File: src/rtl/wm_dma_fifos.sv
module wm_dma_fifos #(
  parameter int DEPTH = 32,
  parameter int WIDTH = 32,
  localparam int AW = $clog2(DEPTH),
  localparam int LW = $clog2(DEPTH + 1)
) (
  input  logic             clk,
  input  logic             rst_n,
  input  logic [LW-1:0]    cfg_tx_wm,
  input  logic [LW-1:0]    cfg_rx_wm,
  input  logic [LW-1:0]    cfg_burst,
  input  logic             dma_tx_push,
  input  logic [WIDTH-1:0] dma_tx_wdata,
  input  logic             eng_tx_pop,
  output logic [WIDTH-1:0] eng_tx_rdata,
  output logic [LW-1:0]    tx_level,
  output logic             tx_req,
  output logic             tx_err,
  input  logic             eng_rx_push,
  input  logic [WIDTH-1:0] eng_rx_wdata,
  input  logic             dma_rx_pop,
  output logic [WIDTH-1:0] dma_rx_rdata,
  output logic [LW-1:0]    rx_level,
  output logic             rx_req,
  output logic             rx_err
);

  logic [WIDTH-1:0] tx_mem [DEPTH];
  logic [WIDTH-1:0] rx_mem [DEPTH];
  logic [AW-1:0]    tx_wp, tx_rp, rx_wp, rx_rp;
  logic [LW-1:0]    tx_cnt, rx_cnt;

  wire [LW-1:0] bsz_m1 = (cfg_burst == '0) ? '0 : cfg_burst - LW'(1);

  wire tx_full  = tx_level == LW'(DEPTH);
  wire tx_empty = tx_level == '0;
  wire tx_wr    = dma_tx_push && !tx_full;
  wire tx_rd    = eng_tx_pop && !tx_empty;

  wire rx_full  = rx_level == LW'(DEPTH);
  wire rx_empty = rx_level == '0;
  wire rx_wr    = eng_rx_push && !rx_full;
  wire rx_rd    = dma_rx_pop && !rx_empty;

  wire tx_hit = tx_level <= cfg_tx_wm;
  wire rx_hit = {1'b0, rx_level} >= ({1'b0, cfg_rx_wm} + (LW+1)'(1));

  assign eng_tx_rdata = tx_mem[tx_rp];
  assign dma_rx_rdata = rx_mem[rx_rp];

  always_ff @(posedge clk) begin
    if (tx_wr) tx_mem[tx_wp] <= dma_tx_wdata;
    if (rx_wr) rx_mem[rx_wp] <= eng_rx_wdata;
  end

  always_ff @(posedge clk or negedge rst_n) begin
    if (!rst_n) begin
      tx_wp    <= '0;
      tx_rp    <= '0;
      tx_level <= '0;
      tx_err   <= 1'b0;
    end else begin
      if (tx_wr) tx_wp <= tx_wp + AW'(1);
      if (tx_rd) tx_rp <= tx_rp + AW'(1);
      tx_level <= tx_level + LW'(tx_wr) - LW'(tx_rd);
      tx_err   <= tx_err | (dma_tx_push && tx_full) | (eng_tx_pop && tx_empty);
    end
  end

  always_ff @(posedge clk or negedge rst_n) begin
    if (!rst_n) begin
      rx_wp    <= '0;
      rx_rp    <= '0;
      rx_level <= '0;
      rx_err   <= 1'b0;
    end else begin
      if (rx_wr) rx_wp <= rx_wp + AW'(1);
      if (rx_rd) rx_rp <= rx_rp + AW'(1);
      rx_level <= rx_level + LW'(rx_wr) - LW'(rx_rd);
      rx_err   <= rx_err | (eng_rx_push && rx_full) | (dma_rx_pop && rx_empty);
    end
  end

  always_ff @(posedge clk or negedge rst_n) begin
    if (!rst_n) begin
      tx_req <= 1'b0;
      tx_cnt <= '0;
    end else if (!tx_req) begin
      tx_req <= tx_hit;
      tx_cnt <= '0;
    end else if (tx_wr) begin
      if (tx_cnt == bsz_m1) begin
        tx_req <= 1'b0;
        tx_cnt <= '0;
      end else begin
        tx_cnt <= tx_cnt + LW'(1);
      end
    end
  end

  always_ff @(posedge clk or negedge rst_n) begin
    if (!rst_n) begin
      rx_req <= 1'b0;
      rx_cnt <= '0;
    end else if (!rx_req) begin
      rx_req <= rx_hit;
      rx_cnt <= '0;
    end else if (rx_rd) begin
      if (rx_cnt == bsz_m1) begin
        rx_req <= 1'b0;
        rx_cnt <= '0;
      end else begin
        rx_cnt <= rx_cnt + LW'(1);
      end
    end
  end

endmodule

File: config.mk
export PLATFORM = sky130hd
export DESIGN_NAME = wm_dma_fifos
export DESIGN_NICKNAME = d
export VERILOG_FILES = /design/src/rtl/wm_dma_fifos.sv
export SDC_FILE = /design/constraint.sdc
export NUM_CORES = 2
export LEC_CHECK = 0
export BUFFER_PORTS_ARGS = -buffer_cell sky130_fd_sc_hd__buf_2
export CORE_UTILIZATION = 50
export CTS_BUF_LIST = sky130_fd_sc_hd__clkbuf_8
export DETAILED_ROUTE_END_ITERATION = 6
export PLACE_DENSITY = 0.75
export SYNTH_ARGS = -nofsm -noshare
export SYNTH_HDL_FRONTEND = slang
export SYNTH_SLANG_ARGS = --single-unit
export TNS_END_PERCENT = 50
File: constraint.sdc
create_clock -name clk -period 5.1 [get_ports clk]
set_input_delay 1.02 -clock clk [delete_from_list [all_inputs] [get_ports clk]]
set_output_delay 1.02 -clock clk [all_outputs]
set_load 0.05 [all_outputs]
==> qor.txt <==
post-synthesis cell count = 3326
routed length per instance = 29.51 um
final cell count without fillers = 6185
post-detailed-route DRC marker count = 0
Chip Width = 404.3 um
pin count of the biggest net entering global routing = 80
CTS root buf = clkbuf_8
Via density = 6.100
first-pass GRT wire length = 261.7 mm
post-synthesis cell type count = 54
PnR worst setup slack = 212.8 ps
core area = 160600 sq um
Static Leak = 29.34 nW
fraction of layout cells with a size suffix above 1 = 36.24%
vias in the first global route = 38462
EDFF count, synth = 2048
1st-pass router iterations = 7
Setup Skew = 61.62 ps
maxcap violations = 0
Avg Inst Size Synth = 24.33 sq um
Crit Reg-Reg Startpoint = rx_level[2]$_DFF_PN0_
Rows = 147
total gr overflow = 0
crit end category = output port
RSZ-0062 raised after global routing = no
clk slew on worst S/H paths = 60 ps
WL final = 182.5 mm
I/O pins = 168
Hold Path Class = in2async
maximum VDD drop = 584.6 uV
Seq/Total Area, Yosys = 77.48%
CTS tree = done
# hold bufs at CTS = 0
die area = 163500 sq um
H-tree depth = 5
Worst slew margin = 32.72%
DRT iter0 DRCs = 4726
Final Net Count = 3924
fin. max-slew vios = 0
FFs w/ async S/R, synth = 2.290%
Pwr Total = 50.08 mW
clk buf depth = 4
Most used DFF post-synth = edfxtp_1
Place WS = 1169 ps
synthesized flop and latch total = 2096
Final Cycle Share = 95.83%
minimum clock period = 4887 ps
Setup Fix Bufs, Post-CTS = 0
fmax = 204.6 MHz
critical path class = reg2out
fillcell total = 11114
Final Hold Vio Count = 0
total global-route track usage = 22.46%
crit-path max FO = 30
post-CTS sizing = 0
synthesis warning total = 0
post-route ant nets = 0
Worst-Margin Slew = 1007 ps
Power per Cell Area = 546.6 nW/um^2
PortBufs = 167
via count = 37730
Synth-to-Final Area Change = 13.24%
Critical Path RT = 4080 ps
initial antenna violation count = 23
Syn Nets = 3460
crit path DAT = 3870 ps
worst hold slack = 138.8 ps
crit path from = rx_rp[0]$_DFFE_PN0P_
DP HPWL = 96.98 mm
total CTS buffers = 339
global placement routability congestion = 0.7625
Num Clock Sinks = 2096
synthesized area = 80920 sq um
# setup viols final = 0
Sum Neg Setup Slack = 0 ps
Starting Density = 50.40%
Die Y = 404.3 um
status = finished clean
cell count after placement = 5609
Worst Setup Start Kind = register
worst skew pair latency = 1020 ps
==> power breakdown <==
| group | switching, mW | internal [mW] | leakage [nW] | total, mW |
|---|---|---|---|---|
| clock | 6.20 | 6.39 | 3.43 | 12.6 |
| sequential | 0.943 | 20.1 | 19.0 | 21.1 |
| combinational | 9.18 | 7.25 | 6.90 | 16.4 |
==> final timing paths <==
| check | slack (ps) | depth (start not counted) | to |
|---|---|---|---|
| setup / recovery | 210 | 5 | dma_rx_rdata[11] |
| hold / removal | 140 | 2 | rx_err$_DFF_PN0_ |
| setup reg to reg | 1600 | 8 | rx_mem[23][17]$_DFFE_PP_ |
| hold reg to reg | 450 | 1 | rx_err$_DFF_PN0_ |
| max in group asynchronous | 4320 | 2 | tx_rp[0]$_DFFE_PN0P_ |
| min in group clk | 360 | 3 | rx_err$_DFF_PN0_ |
==> synth_stat cells (5+ instances only) <==
library cell  instances  share of area, %
dfrtp_1              48               1.5
a31oi_1               5             0.039
nand4_1               8             0.062
buf_1                23              0.11
a21oi_1              15             0.093
mux2_2               66              0.92
nand3b_1              6             0.056
nor2b_1               6             0.046
ha_1                 44              0.68
clkbuf_1             92              0.43
nand2_1              28              0.13
nand3_1               9             0.056
xor2_1               15              0.16
inv_1                33              0.15
edfxtp_1           2048                76
nor2_1               81              0.38
buf_2                48              0.30
xnor2_1              24              0.26
mux4_2              640                18
or3_1                 6             0.046
o21ai_0              11             0.068
a21o_1                6             0.056
==> worst max-delay path, cell delays in order, from the launching register on <==
cell and delay, ps:
dfrtp_4 580, buf_4 550, mux4_2 580, mux4_2 500, mux2_2 380, buf_2 240
==> sequential cells by signal, summed over array words and instances, names as in the netlist, 5 cells and up <==
register / flops
tx_mem: 1024
rx_level: 6
rx_cnt: 6
tx_wp: 5
tx_level: 6
tx_rp: 5
rx_mem: 1024
tx_cnt: 6
rx_rp: 5
rx_wp: 5
==> metal layers <==
| layer | up-vias | share of wire, % | global-route usage (%) |
|---|---|---|---|
| met5 | - | 0.085 | 0 |
| met1 | 19977 | 37 | 30.16 |
| met3 | 400 | 9.6 | 5.240 |
| li1 | 15236 | - | - |
| met2 | 2095 | 50 | 36.03 |
| met4 | 22 | 3.0 | 8.473 |
==> layout by cell type (no fill, tap or decap), types with 6 or more instances in the layout <==
| cell type | n |
|---|---|
| a21oi_1 | 15 |
| clkinv_2 | 18 |
| nor2_1 | 17 |
| clkinv_1 | 58 |
| buf_12 | 55 |
| inv_1 | 168 |
| a21o_1 | 6 |
| ha_1 | 44 |
| clkbuf_8 | 349 |
| mux2_2 | 66 |
| dfrtp_1 | 38 |
| xnor2_1 | 24 |
| nand3b_1 | 6 |
| nand2_1 | 28 |
| buf_4 | 66 |
| nand3_1 | 9 |
| diode_2 | 7 |
| or3_1 | 6 |
| nor2_4 | 64 |
| buf_2 | 167 |
| edfxtp_1 | 2048 |
| o21ai_0 | 11 |
| mux4_2 | 640 |
| nand4_1 | 8 |
| xor2_1 | 15 |
| dfrtp_4 | 8 |
| nor2b_1 | 6 |
==> metrics by stage <==
stage | utilization [%] | instance area (sq um)
2_1_floorplan | - | 80920
3_3_place_gp | 53.48 | 85880
3_5_place_dp | 53.48 | 85880
4_1_cts | 57.06 | 91620
5_1_grt | 57.07 | 91630
6_report | 57.07 | 91640
==> logic make-up after synthesis <==
logic type	share of synthesized area (%)
buffers and inverters	1.016
adder cells (fa/ha/maj)	0.7298
AND/OR/NAND/NOR	1.065
multiplexers	18.77
flip-flops	77.48
XOR/XNOR	0.4221
AO/OA/AOI/OAI	0.5195
==> cell type report <==
cell class | instances | area (sq um) | share of cell area [%]
multi-input cells | 1031 | 17880 | 19.51
clock inverters | 220 | 937.1 | 1.023
repair buffers | 288 | 2432 | 2.654
well taps | 2160 | 2703 | 2.949
flip-flops and latches | 2096 | 62730 | 68.46
diodes | 7 | 17.52 | 0.01912
inverters | 34 | 127.6 | 0.1393
clock buffers | 349 | 4803 | 5.242
Power figures use the tool's default switching activity.
